File: src/rtl/rdr_pkg.sv
package rdr_pkg;
  typedef enum logic [2:0] {
    S_IDLE, S_SCAN, S_DIS, S_WUSE, S_WVAL, S_REST, S_FIN
  } state_t;

  localparam logic [1:0] OP_DRAIN = 2'd0;
  localparam logic [1:0] OP_FLUSH = 2'd1;
  localparam logic [1:0] OP_SLOT  = 2'd2;
  localparam logic [1:0] OP_BAD   = 2'd3;
endpackage

File: src/rtl/rdr_map_regs.sv
module rdr_map_regs #(
  parameter int NUM_FIELDS = 8,
  parameter int FIELD_W    = 4
) (
  input  logic                                   clk,
  input  logic                                   rst,
  input  logic                                   ext_we,
  input  logic                                   ext_sel,
  input  logic [NUM_FIELDS*FIELD_W-1:0]          ext_wdata,
  input  logic                                   en_we,
  input  logic [$clog2(2*NUM_FIELDS)-1:0]        en_buf,
  input  logic                                   en_val,
  output logic [1:0][NUM_FIELDS*FIELD_W-1:0]     map_q
);
  localparam int BUF_W  = $clog2(2*NUM_FIELDS);
  localparam int EN_BIT = FIELD_W - 1;

  always_ff @(posedge clk) begin
    if (rst) begin
      map_q <= '0;
    end else if (ext_we) begin
      map_q[ext_sel] <= ext_wdata;
    end else if (en_we) begin
      map_q[en_buf[0]][FIELD_W*int'(en_buf[BUF_W-1:1]) + EN_BIT] <= en_val;
    end
  end
endmodule

File: src/rtl/rdr_field_match.sv
module rdr_field_match #(
  parameter int NUM_FIELDS = 8,
  parameter int FIELD_W    = 4,
  parameter int DEV_W      = 2
) (
  input  logic [NUM_FIELDS*FIELD_W-1:0] map_word,
  input  logic [DEV_W-1:0]              dev,
  output logic [NUM_FIELDS-1:0]         hit
);
  localparam int EN_BIT = FIELD_W - 1;

  for (genvar f = 0; f < NUM_FIELDS; f++) begin : g_fld
    // channel bit (EN_BIT-1) deliberately left out of the compare
    assign hit[f] = map_word[f*FIELD_W + EN_BIT] &&
                    (map_word[f*FIELD_W +: DEV_W] == dev);
  end
endmodule

File: src/rtl/rdr_wait_timer.sv
module rdr_wait_timer #(
  parameter int TMO_W = 16
) (
  input  logic             clk,
  input  logic             rst,
  input  logic             restart,
  input  logic [TMO_W-1:0] limit,
  output logic             expired
);
  logic [TMO_W-1:0] cnt;

  always_ff @(posedge clk) begin
    if (rst || restart) begin
      cnt <= '0;
    end else if (cnt != '1) begin
      cnt <= cnt + 1'b1;
    end
  end

  assign expired = (cnt >= limit);
endmodule

File: src/rtl/resp_drain_seq.sv
module resp_drain_seq
  import rdr_pkg::*;
#(
  parameter int NUM_FIELDS = 8,
  parameter int FIELD_W    = 4,
  parameter int DEV_W      = 2,
  parameter int TMO_W      = 16
) (
  input  logic                                  clk,
  input  logic                                  rst,
  input  logic                                  cmd_valid,
  input  logic [1:0]                            cmd_op,
  input  logic [$clog2(2*NUM_FIELDS)-1:0]       cmd_buf,
  input  logic [DEV_W:0]                        cmd_slot,
  input  logic [TMO_W-1:0]                      tmo_limit,
  input  logic [2*NUM_FIELDS-1:0]               buf_inuse,
  input  logic [2*NUM_FIELDS-1:0]               buf_valid,
  input  logic                                  map_we,
  input  logic                                  map_sel,
  input  logic [NUM_FIELDS*FIELD_W-1:0]         map_wdata,
  output logic [2*NUM_FIELDS-1:0]               clr_strobe,
  output logic [NUM_FIELDS*FIELD_W-1:0]         map0_q,
  output logic [NUM_FIELDS*FIELD_W-1:0]         map1_q,
  output logic                                  busy,
  output logic                                  done,
  output logic                                  err
);
  localparam int NUM_BUF  = 2*NUM_FIELDS;
  localparam int MAP_W    = NUM_FIELDS*FIELD_W;
  localparam int BUF_W    = $clog2(NUM_BUF);
  localparam int FLD_W    = BUF_W - 1;
  localparam int EN_BIT   = FIELD_W - 1;
  localparam logic [FLD_W-1:0] LAST_FLD = FLD_W'(NUM_FIELDS-1);

  state_t               state, state_n;
  logic [1:0]           op_q;
  logic [BUF_W-1:0]     cur_buf;
  logic [DEV_W-1:0]     dev_q;
  logic                 saved_en;
  logic                 abort_q;

  logic [1:0][MAP_W-1:0] map_q;
  logic [NUM_FIELDS-1:0] hit_vec;
  logic [FIELD_W-1:0]    field_cur;
  logic [FLD_W-1:0]      fld;
  logic                  inuse_cur, valid_cur;
  logic                  cmd_acc, tmr_restart, tmr_exp, tmo_hit;
  logic                  en_we, en_val, step_fld;
  logic [NUM_BUF-1:0]    strobe_n;

  assign fld       = cur_buf[BUF_W-1:1];
  assign field_cur = map_q[cur_buf[0]][FIELD_W*int'(fld) +: FIELD_W];
  assign inuse_cur = buf_inuse[cur_buf];
  assign valid_cur = buf_valid[cur_buf];
  assign cmd_acc   = (state == S_IDLE) && cmd_valid && (cmd_op != OP_BAD);

  rdr_map_regs #(.NUM_FIELDS(NUM_FIELDS), .FIELD_W(FIELD_W)) u_map (
    .clk       (clk),
    .rst       (rst),
    .ext_we    (map_we && (state == S_IDLE)),
    .ext_sel   (map_sel),
    .ext_wdata (map_wdata),
    .en_we     (en_we),
    .en_buf    (cur_buf),
    .en_val    (en_val),
    .map_q     (map_q)
  );

  rdr_field_match #(.NUM_FIELDS(NUM_FIELDS), .FIELD_W(FIELD_W), .DEV_W(DEV_W)) u_match (
    .map_word (map_q[cur_buf[0]]),
    .dev      (dev_q),
    .hit      (hit_vec)
  );

  rdr_wait_timer #(.TMO_W(TMO_W)) u_tmr (
    .clk     (clk),
    .rst     (rst),
    .restart (tmr_restart),
    .limit   (tmo_limit),
    .expired (tmr_exp)
  );

  // enable bit is dropped on entry to the drain and put back afterwards
  assign en_we  = ((state == S_DIS) && field_cur[EN_BIT]) ||
                  ((state == S_REST) && saved_en);
  assign en_val = (state == S_REST);

  always_comb begin
    state_n     = state;
    tmr_restart = 1'b0;
    tmo_hit     = 1'b0;
    strobe_n    = '0;
    step_fld    = 1'b0;
    case (state)
      S_IDLE: begin
        tmr_restart = 1'b1;
        if (cmd_acc) begin
          case (cmd_op)
            OP_DRAIN: state_n = S_WUSE;
            OP_FLUSH: state_n = S_DIS;
            default:  state_n = S_SCAN;
          endcase
        end
      end
      S_SCAN: begin
        if (hit_vec[fld]) begin
          state_n = S_DIS;
        end else if (fld == LAST_FLD) begin
          state_n = S_FIN;
        end else begin
          step_fld = 1'b1;
        end
      end
      S_DIS: begin
        state_n     = S_WUSE;
        tmr_restart = 1'b1;
      end
      S_WUSE: begin
        if (inuse_cur) begin
          tmo_hit = tmr_exp;
        end else if (valid_cur) begin
          state_n     = S_WVAL;
          strobe_n    = NUM_BUF'(1) << cur_buf;
          tmr_restart = 1'b1;
        end else begin
          state_n = (op_q == OP_DRAIN) ? S_FIN : S_REST;
        end
        if (tmo_hit) state_n = (op_q == OP_DRAIN) ? S_FIN : S_REST;
      end
      S_WVAL: begin
        if (valid_cur) begin
          tmo_hit = tmr_exp;
          if (tmo_hit) state_n = (op_q == OP_DRAIN) ? S_FIN : S_REST;
        end else begin
          state_n = (op_q == OP_DRAIN) ? S_FIN : S_REST;
        end
      end
      S_REST: begin
        if ((op_q == OP_SLOT) && !abort_q && (fld != LAST_FLD)) begin
          state_n  = S_SCAN;
          step_fld = 1'b1;
        end else begin
          state_n = S_FIN;
        end
      end
      S_FIN:   state_n = S_IDLE;
      default: state_n = S_IDLE;
    endcase
  end

  always_ff @(posedge clk) begin
    if (rst) begin
      state      <= S_IDLE;
      op_q       <= OP_DRAIN;
      cur_buf    <= '0;
      dev_q      <= '0;
      saved_en   <= 1'b0;
      abort_q    <= 1'b0;
      clr_strobe <= '0;
      busy       <= 1'b0;
      done       <= 1'b0;
      err        <= 1'b0;
    end else begin
      state      <= state_n;
      clr_strobe <= strobe_n;
      busy       <= (state_n != S_IDLE);
      done       <= (state == S_FIN);
      if (cmd_acc) begin
        op_q    <= cmd_op;
        dev_q   <= cmd_slot[DEV_W:1];
        abort_q <= 1'b0;
        err     <= 1'b0;
        if (cmd_op == OP_SLOT) cur_buf <= {FLD_W'(0), cmd_slot[0]};
        else                   cur_buf <= cmd_buf;
      end
      if (state == S_DIS) saved_en <= field_cur[EN_BIT];
      if (state == S_SCAN) saved_en <= 1'b0;
      if (tmo_hit) begin
        err     <= 1'b1;
        abort_q <= 1'b1;
      end
      if (step_fld) cur_buf <= cur_buf + BUF_W'(2);
    end
  end

  assign map0_q = map_q[0];
  assign map1_q = map_q[1];
endmodule

File: config.mk
export PLATFORM = sky130hd
export DESIGN_NAME = resp_drain_seq
export DESIGN_NICKNAME = d
export VERILOG_FILES = /design/src/rtl/rdr_pkg.sv /design/src/rtl/rdr_map_regs.sv /design/src/rtl/rdr_field_match.sv /design/src/rtl/rdr_wait_timer.sv /design/src/rtl/resp_drain_seq.sv
export SDC_FILE = /design/constraint.sdc
export NUM_CORES = 1
export LEC_CHECK = 0
export BUFFER_PORTS_ARGS = -buffer_cell sky130_fd_sc_hd__buf_2
export CORE_ASPECT_RATIO = 1.1
export CORE_UTILIZATION = 45
export CTS_BUF_LIST = sky130_fd_sc_hd__clkbuf_16
export DETAILED_ROUTE_END_ITERATION = 7
export GPL_ROUTABILITY_DRIVEN = 0
export PLACE_DENSITY = 0.77
export SYNTH_ARGS = -nofsm -noshare
export SYNTH_HDL_FRONTEND = slang
export SYNTH_SLANG_ARGS = --single-unit
File: constraint.sdc
create_clock -name clk -period 6.7 [get_ports clk]
set_input_delay 0.67 -clock clk [delete_from_list [all_inputs] [get_ports clk]]
set_output_delay 0.67 -clock clk [all_outputs]
set_load 0.01 [all_outputs]
==> reports/metrics.csv <==
metric;value;unit
rsz0062_at_grt;no;
maxCapViolCount;0;
p_per_area;302;mW/mm2
layout_min_cycle_time;3.14;ns
vias;5461;
root_buffer;clkbuf_16;
finalSetupTns;0;ns
pin_count;177;
portBuffers;176;
synth_top_area_cell;dfxtp_1;
status;complete, no violations;
slowest_stage;dfxtp_1;
avgSynthCellArea;8.25;um2
yosysSeqAreaShare;38.6;%
start_util;47.0;%
final_cell_area;0.00695;mm2
setup_viol;0;
critPathMaxFanout;28;
die_w;110;um
finalWirelength;15.2;mm
yosys_warnings;0;
ctsHoldBuffers;0;
ctsResizeCount;0;
insertion_delay;0.35;ns
yosysUniqueCellTypes;55;
synth_seq_cells;111;
area_growth;20.7;%
vdd_drop_max;0.173;mV
path_cells;mux4_2 > mux4_2 > nand3b_1 > o22ai_1 > nor2_4 > a21oi_1 > nor2_1 > a211oi_1;
crit_arrival;3.34;ns
dp_hpwl;11.1;mm
grt_pass1_vias;5081;
clk_pin_slew;0.07;ns
p_leak;2.92;nW
worstMarginPinSlew;1.03;ns
drtIter0Drc;271;
grt_max_degree;79;
synth-edff-count;0;
antenna_cells;0;
clock.fmax;319;MHz
cpMostUsedCell;mux4_2;
hold_class;flop to flop;
min_period_over_period;46.8;%
slew-limit-headroom;30.9;%
synth_top_area_share;38.6;%
final_nets;959;
drc;0;
clk_path_buf_depth;2;
critPathLaunchType;flop;
wl_per_cell;15.2;um
max_stage_delay;1.00;ns
rows;42;
synth_cells;698;
async_flop_share;0;%
end_kind;flop;
post-cts-setup-buffer-count;0;
grt_antenna_before_repair;0;
vias_per_cell;5.43;
gr-total-overflow;0;
path_class;flop to flop;
required;6.90;ns
syn_area;0.00576;mm2
synthTopCellsByArea;dfxtp_1 39%, nand2_1 8.4%, a21oi_1 8.0%, nor2_1 5.7%, mux2i_1 5.0%;
synthesis.nets;811;
drive_above_1_share;26.0;%
grt_usage;23.3;%
hold_viol_final;0;
yosys-top-cells-count;129 x nand2_1, 111 x dfxtp_1, 92 x a21oi_1;
first_pass_iters;5;
fin_worst_skew;0.00855;ns
htree_num_levels;3;
die_h;121;um
final_max_slew_viol_count;0;
yosysMostFrequentCell;nand2_1;
synth_flop_cell;dfxtp_1;
dpl-instance-area;0.00666;mm2
ant_nets;0;
cts_tree;built;
grt_first_pass_wirelength;24.2;mm
coreArea;0.0122;mm2
dieArea;0.0132;mm2
cts_buffers;9;
cts.sinks;111;
-- per-layer routing --
| layer | share of wire (%) | wire, um | global-route usage, % |
|---|---|---|---|
| met5 | 0 | 0 | 0 |
| met4 | 2.7 | 413 | 10.0 |
| met3 | 7.6 | 1160 | 6.47 |
| met2 | 49 | 7430 | 38.3 |
| met1 | 41 | 6220 | 28.1 |
-- logic make-up (layout without fill, tap and decap cells) --
group | count (synthesis) | count (layout) | share of synthesized area, %
buffers and inverters | 63 | 216 | 4.91
AOI/OAI and AO/OA | 142 | 142 | 14.7
muxes | 46 | 46 | 11.3
and+or+nand+nor | 290 | 290 | 22.3
DFF | 111 | 111 | 38.6
xor gates and xnor gates | 27 | 27 | 4.11
adders and majority gates | 19 | 19 | 4.13
-- sequential cells by signal, indices dropped and copies added (netlist names) --
signal,count
abort_q,1
busy,1
clr_strobe,16
cur_buf,4
dev_q,2
done,1
op_q,2
saved_en,1
state,3
u_map.map_q,64
u_tmr.cnt,16
-- cell usage in the layout (no fill, tap or decap), drive strengths merged, types with 19 or more instances in the layout --
cell type / Yosys / final
a21oi: 93 / 93
nor2: 89 / 89
inv: 20 / 22
mux2i: 29 / 29
buf: 11 / 180
dfxtp: 111 / 111
ha: 19 / 19
nand2: 129 / 129
-- metrics by stage --
stage	hold slack [ns]	utilization (%)	worst slack (ns)	std cells	total power, mW
floorplan	0.465	-	4.15	698	1.37
global placement	0.439	54.4	3.66	989	1.57
detailed placement	0.445	54.4	3.56	989	1.58
CTS	0.454	56.7	3.56	1005	2.10
global route	0.477	56.7	3.38	1005	2.22
finish	0.452	56.7	3.56	1005	2.10
-- area by class of cell --
class                           count  area [um2]
Clock buffer                        9         225
Clock inverter                      7        62.6
Fill cell                        1134        5300
Inverter                           20        75.1
Multi-Input combinational cell    524        3260
Sequential cell                   111        2220
Tap cell                          154         193
Timing Repair Buffer              180         911
-- worst max-delay path, delay by kind of cell, from the launching register on --
kind             cells  cell delay (ns)
AO/OA/AOI/OAI        3             0.34
flip-flops           1             1.00
multiplexers         2             1.07
AND/OR/NAND/NOR      3             0.56
-- where the power goes --
group	internal [mW]	leakage [nW]	switching [mW]
sequential	0.743	0.902	0.136
clock	0.287	0.142	0.243
combinational	0.302	1.88	0.387
total	1.33	2.92	0.766
-- path summary, 6_finish.rpt --
kind                   startpoint              end  slack [ns]  depth (start not counted)
setup / recovery       cur_buf[1]   u_map.map_q[3]        3.56                          8
hold / removal    u_map.map_q[54]  u_map.map_q[54]        0.45                          2
setup reg to reg       cur_buf[1]   u_map.map_q[3]        3.56                          8
hold reg to reg   u_map.map_q[54]  u_map.map_q[54]        0.45                          2
Power figures use the tool's default switching activity.
